--- src/rtl/tmr_pkg.sv ---
package tmr_pkg;
    localparam int CNT_W  = 16;
    localparam int SCL_W  = 8;
    localparam int ADDR_W = 2;

    typedef enum logic [ADDR_W-1:0] {
        SEL_SCALE  = 2'd0,
        SEL_COUNT  = 2'd1,
        SEL_PERIOD = 2'd2,
        SEL_SPARE  = 2'd3
    } reg_sel_e;

    typedef struct packed {
        logic scale;
        logic count;
        logic period;
    } wr_strb_t;

    // effective prescale divisor: zero acts as one
    function automatic logic [SCL_W-1:0] eff_scale(input logic [SCL_W-1:0] s);
        return (s == '0) ? SCL_W'(1) : s;
    endfunction
endpackage

--- src/rtl/tmr_regs.sv ---
module tmr_regs #(
    parameter int CNT_W = tmr_pkg::CNT_W,
    parameter int SCL_W = tmr_pkg::SCL_W
) (
    input  logic               clk,
    input  logic               rst,
    input  tmr_pkg::wr_strb_t  strb,
    input  logic [CNT_W-1:0]   wr_data,
    output logic [SCL_W-1:0]   scale_q,
    output logic [CNT_W-1:0]   per_q
);
    always_ff @(posedge clk) begin
        if (rst) begin
            scale_q <= '0;
            per_q   <= '0;
        end else begin
            if (strb.scale)  scale_q <= wr_data[SCL_W-1:0];
            if (strb.period) per_q   <= wr_data;
        end
    end
endmodule

--- src/rtl/tmr_prescale.sv ---
module tmr_prescale #(
    parameter int SCL_W = tmr_pkg::SCL_W
) (
    input  logic             clk,
    input  logic             rst,
    input  logic             en,
    input  logic             scale_wr,
    input  logic [SCL_W-1:0] scale_new,
    input  logic [SCL_W-1:0] scale_q,
    output logic [SCL_W-1:0] pre_q,
    output logic             tick
);
    localparam logic [SCL_W-1:0] ONE = SCL_W'(1);

    // a scale write drops any tick due in the same cycle
    assign tick = en && !scale_wr && (pre_q == ONE);

    always_ff @(posedge clk) begin
        if (rst)
            pre_q <= ONE;
        else if (scale_wr)
            pre_q <= tmr_pkg::eff_scale(scale_new);
        else if (en) begin
            if (pre_q == ONE) pre_q <= tmr_pkg::eff_scale(scale_q);
            else              pre_q <= pre_q - ONE;
        end
    end
endmodule

--- src/rtl/tmr_counter.sv ---
module tmr_counter #(
    parameter int CNT_W = tmr_pkg::CNT_W
) (
    input  logic             clk,
    input  logic             rst,
    input  logic             tick,
    input  logic             cnt_wr,
    input  logic [CNT_W-1:0] wr_data,
    input  logic [CNT_W-1:0] per_q,
    output logic [CNT_W-1:0] cnt_q,
    output logic             irq
);
    always_ff @(posedge clk) begin
        if (rst) begin
            cnt_q <= '0;
            irq   <= 1'b0;
        end else begin
            irq <= 1'b0;
            if (cnt_wr)
                cnt_q <= wr_data;
            else if (tick) begin
                if (cnt_q == '0) begin
                    cnt_q <= per_q;
                    irq   <= 1'b1;
                end else begin
                    cnt_q <= cnt_q - CNT_W'(1);
                end
            end
        end
    end
endmodule

--- src/rtl/tick_timer.sv ---
module tick_timer #(
    parameter int CNT_W  = tmr_pkg::CNT_W,
    parameter int SCL_W  = tmr_pkg::SCL_W,
    parameter int ADDR_W = tmr_pkg::ADDR_W
) (
    input  logic              clk,
    input  logic              rst,
    input  logic              en,
    input  logic              wr_en,
    input  logic [ADDR_W-1:0] reg_addr,
    input  logic [CNT_W-1:0]  wr_data,
    output logic [CNT_W-1:0]  rd_data,
    output logic              irq
);
    import tmr_pkg::*;

    localparam int PAD_W = CNT_W - SCL_W;

    reg_sel_e         sel;
    wr_strb_t         strb;
    logic [SCL_W-1:0] scale_q;
    logic [SCL_W-1:0] pre_q;
    logic [CNT_W-1:0] per_q;
    logic [CNT_W-1:0] cnt_q;
    logic             tick;

    assign sel = reg_sel_e'(reg_addr);

    always_comb begin
        strb        = '0;
        strb.scale  = wr_en && (sel == SEL_SCALE);
        strb.count  = wr_en && (sel == SEL_COUNT);
        strb.period = wr_en && (sel == SEL_PERIOD);
    end

    tmr_regs #(.CNT_W(CNT_W), .SCL_W(SCL_W)) u_regs (
        .clk(clk), .rst(rst), .strb(strb), .wr_data(wr_data),
        .scale_q(scale_q), .per_q(per_q)
    );

    tmr_prescale #(.SCL_W(SCL_W)) u_pre (
        .clk(clk), .rst(rst), .en(en), .scale_wr(strb.scale),
        .scale_new(wr_data[SCL_W-1:0]), .scale_q(scale_q),
        .pre_q(pre_q), .tick(tick)
    );

    tmr_counter #(.CNT_W(CNT_W)) u_cnt (
        .clk(clk), .rst(rst), .tick(tick), .cnt_wr(strb.count),
        .wr_data(wr_data), .per_q(per_q), .cnt_q(cnt_q), .irq(irq)
    );

    always_comb begin
        unique case (sel)
            SEL_SCALE:  rd_data = {{PAD_W{1'b0}}, scale_q};
            SEL_COUNT:  rd_data = cnt_q;
            SEL_PERIOD: rd_data = per_q;
            default:    rd_data = '0;
        endcase
    end
endmodule

--- config.mk ---
export PLATFORM = sky130hd
export DESIGN_NAME = tick_timer
export DESIGN_NICKNAME = d
export VERILOG_FILES = /design/src/rtl/tmr_pkg.sv /design/src/rtl/tmr_regs.sv /design/src/rtl/tmr_prescale.sv /design/src/rtl/tmr_counter.sv /design/src/rtl/tick_timer.sv
export SDC_FILE = /design/constraint.sdc
export NUM_CORES = 1
export LEC_CHECK = 0
export ABC_AREA = 1
export CAP_MARGIN = 10
export CORE_UTILIZATION = 52
export CTS_BUF_LIST = sky130_fd_sc_hd__clkbuf_2 sky130_fd_sc_hd__clkbuf_4 sky130_fd_sc_hd__clkbuf_8
export CTS_CLUSTER_DIAMETER = 120
export CTS_CLUSTER_SIZE = 16
export DETAILED_ROUTE_END_ITERATION = 10
export PLACE_DENSITY = 0.78
export SYNTH_ARGS = -nofsm -noshare
export SYNTH_HDL_FRONTEND = slang
export SYNTH_SLANG_ARGS = --single-unit
--- constraint.sdc ---
create_clock -name clk -period 1.4 [get_ports clk]
set_input_delay 0.28 -clock clk [delete_from_list [all_inputs] [get_ports clk]]
set_output_delay 0.28 -clock clk [all_outputs]
set_load 0.01 [all_outputs]
==> summary.md <==
| Metric | Value |
|---|---|
| Outcome | `finished with violations` |
| Failing checks | `setup timing` |
| WL per Instance | `21.1 um` |
| Utilization after layout | `86.3%` |
| Startpoint Class | `flip-flop` |
| Worst r2r src | `u_cnt.cnt_q[9]` |
| Syn Area/Cell | `around 6.3 um2` |
| Number of antenna violations at the first check in global routing | `0` |
| Hold Crit Start | `reg_addr[0]` |
| First-pass GRT wire length | `19500 um` |
| Setup WS post-layout | `-0.211 ns` |
| Pwr/cell area | `around 2000 nW/um2` |
| Final ANT Viol Nets | `0` |
| Row count | `28` |
| Hold depth | `5` |
| Max-slew violations | `0` |
| Hold path endpoint | `u_regs.per_q[3]` |
| ANT cells | `0` |
| Number of global-route vias before repair | `roughly 4.0k` |
| CP endpoint kind | `flip-flop` |
| F_max | `a little over 600 MHz` |
| Worst Path Arrival | `1.84 ns` |
| Clk slew on worst S/H paths | `0.10 ns` |
| Max VDD drop | `1.24 mV` |
| Clock Root Buffer | `clkbuf_8` |
| DRC | `0` |
| Avg Vias per Cell | `6.47` |
| CTS buffer count | `5` |
| Layout cells sized above 1 | `41.0%` |
| Top FF cell, synth | `dfxtp_1` |
| Synth cell types | `36` |
| FF-to-FF End | `u_cnt.cnt_q[8]` |
| Syn nets | `~530` |
| Hold crit path type | `input port to flip-flop` |
| Die height | `80.5 um` |
| Reg2reg path depth | `7` |
| Core area | `5920 um2` |
| Yosys reg bits | `49` |
| Clock skew | `about 0.0064 ns` |
| Register area share after synthesis | `a little under a third` |
| WS Path Type | `flip-flop to flip-flop` |
| Hold violation count in the final report | `0` |
| CTS H-tree lvls | `2` |
| Area overhead of the layout relative to synthesis | `59.6%` |
| Worst-path fanout max | `6` |
| Max-cap viol count | `0` |
| Full die area | `6480 um2` |
| Starting DRT DRC Count | `811` |
| Gr usage total | `40.0%` |
| Setup violators final | `39` |
| Sink Count | `49` |
| Nets | `between 600 and 700` |
| Period utilization | `115%` |
| Initial DRT Pass Iterations | `8` |
| Starting Density | `54.1%` |
| Min Tclk post-route | `1.61 ns` |
| Leak | `2.30 nW` |
| Ys async rst share | `0%` |
| Rel. slew slack | `75.4%` |
| Io pins | `39` |
| Port bufs | `38` |
| Dpl hpwl | `8150 um` |
| Ys Warns | `0` |
| Post-synth EDFFs | `0` |
| RSZ-0062 raised after global routing | `true` |
| Required @ worst endpoint | `1.63 ns` |
| Placer Congestion | `0.933` |
| TritonCTS clock tree | `built` |
| Detailed Route WL | `~15000 um` |
| Minimum setup slack among reg-to-reg paths | `-0.21 ns` |
| Design Power | `10.1 mW` |
| Grt ovf | `0` |
| Via count | `4731` |
| Slew @ Worst Pin | `0.365 ns` |
| Clk_lat worst skew | `0.32 ns` |
| Synth Instances | `508` |
| Pin count of the biggest net entering global routing | `25` |
| Cell Area, Synth | `3200 um2` |
| Die X | `between 80 and 90 um` |
| Clock buffer depth | `2` |
| Cts hold-fix bufs | `0` |
## cell usage after synthesis, drive strengths merged (7+ instances only)
library cell / n / area, um2
nand2: 124 / 499
inv: 70 / 263
nor2: 62 / 290
nand3: 58 / 305
a21oi: 55 / 294
dfxtp: 49 / 981
o21ai: 30 / 150
buf: 10 / 72.6
clkbuf: 8 / 30.0
o221ai: 7 / 61.3
o22ai: 7 / 43.8
## worst max-delay path: stages (launching register included)
cell	delay, ns
dfxtp_4	0.39
nor2_1	0.16
nand2_1	0.18
nor2_4	0.24
nand3_4	0.17
nand3_1	0.12
nand2_1	0.08
a21oi_1	0.20
## state kept, by name, indices dropped and copies added (netlist names)
name	flops
u_regs.scale_q	8
u_cnt.irq	1
u_cnt.cnt_q	16
u_regs.per_q	16
u_pre.pre_q	8
## per-layer routing
| layer | part of all wire (%) | vias to the layer above | wire, um | GRT usage [%] |
|---|---|---|---|---|
| met5 | 0.21 | - | 32 | 0 |
| met4 | 8.9 | 2 | 1370 | 22.1 |
| met3 | 14 | 170 | 2170 | 7.27 |
| met2 | 43 | 497 | 6670 | 64.3 |
| met1 | 34 | 2097 | 5190 | 50.0 |
| li1 | - | 1965 | - | - |
## per-stage QoR
stage | area, um2 | hold slack (ns) | TNS [ns] | worst slack (ns) | std cells
floorplan | 3200 | 0.439 | 0 | 0.00115 | 508
global placement | 4380 | 0.446 | -34.22 | -0.828 | 706
detailed placement | 4380 | 0.469 | -36.03 | -0.843 | 706
CTS | 4770 | 0.456 | -0.0918 | -0.0415 | 723
global route | 5110 | 0.475 | -5.87 | -0.298 | 731
finish | 5110 | 0.448 | -4.01 | -0.211 | 731
## report_power, final
group	total, mW	switching, mW	internal [mW]
registers	1.89	0.237	1.65
logic	7.34	4.32	3.02
clock network	0.921	0.526	0.395
## how the worst max path moves through the flow
stage | startpoint | to | slack, ns | cells after the start
2_1_floorplan | u_cnt.cnt_q[0] | u_cnt.cnt_q[7] | 0.001 | 10
3_3_place_gp | reg_addr[1] | rd_data[2] | -0.83 | 7
3_5_place_dp | reg_addr[1] | rd_data[1] | -0.84 | 7
4_1_cts | u_cnt.cnt_q[1] | rd_data[1] | -0.04 | 4
5_1_grt | u_cnt.cnt_q[4] | u_cnt.cnt_q[7] | -0.30 | 9
6_report | u_cnt.cnt_q[9] | u_cnt.cnt_q[8] | -0.21 | 7
## logic make-up (layout without fill, tap and decap cells)
| logic type | count (synthesis) | after routing | share of synthesized area [%] |
|---|---|---|---|
| adder cells (fa/ha/maj) | 4 | 4 | 1.56 |
| AO/OA/AOI/OAI | 106 | 106 | 18.7 |
| AND/OR/NAND/NOR | 255 | 258 | 36.2 |
| XOR/XNOR | 5 | 5 | 1.37 |
| flip-flops | 49 | 49 | 30.6 |
| buffers and inverters | 89 | 234 | 11.5 |
## cell type report
| class | instances | area (um2) |
|---|---|---|
| fill | 295 | 811 |
| timing repair buffer | 155 | 1330 |
| sequential | 49 | 1010 |
| tap | 75 | 93.8 |
| clock buffer | 7 | 83.8 |
| clock inverter | 1 | 7.51 |
| inverter | 71 | 290 |
| multi-input combinational | 373 | 2300 |
## timing repair
action                                  in CTS  in global routing
gates resized for setup                    158                 78
pin swaps                                   16                 26
gates cloned                                 2                  2
buffers inserted                             7                  6
endpoints found under the setup margin      61                 40
## cells in the final DEF (no fill, tap or decap), drive strengths merged
master         netlist  routed
and2                 1       1
ha                   4       4
nand4                3       3
a21oi               55      55
clkinvlp             0       2
nor4                 1       1
dfxtp               49      49
o31ai                1       1
nor2                62      62
nand2              124     125
a21o                 1       1
clkbuf               8       7
o221ai               7       7
a31oi                2       2
o21ai               30      30
nand3               58      60
buf                 10     135
nor3                 5       5
o211ai               3       3
nand3b               1       1
o22ai                7       7
dlygate4sd2          0       2
inv                 70      70
xor2                 5       5
clkdlybuf4s50        0      18
No activity file was read; power rests on OpenSTA's default activity.
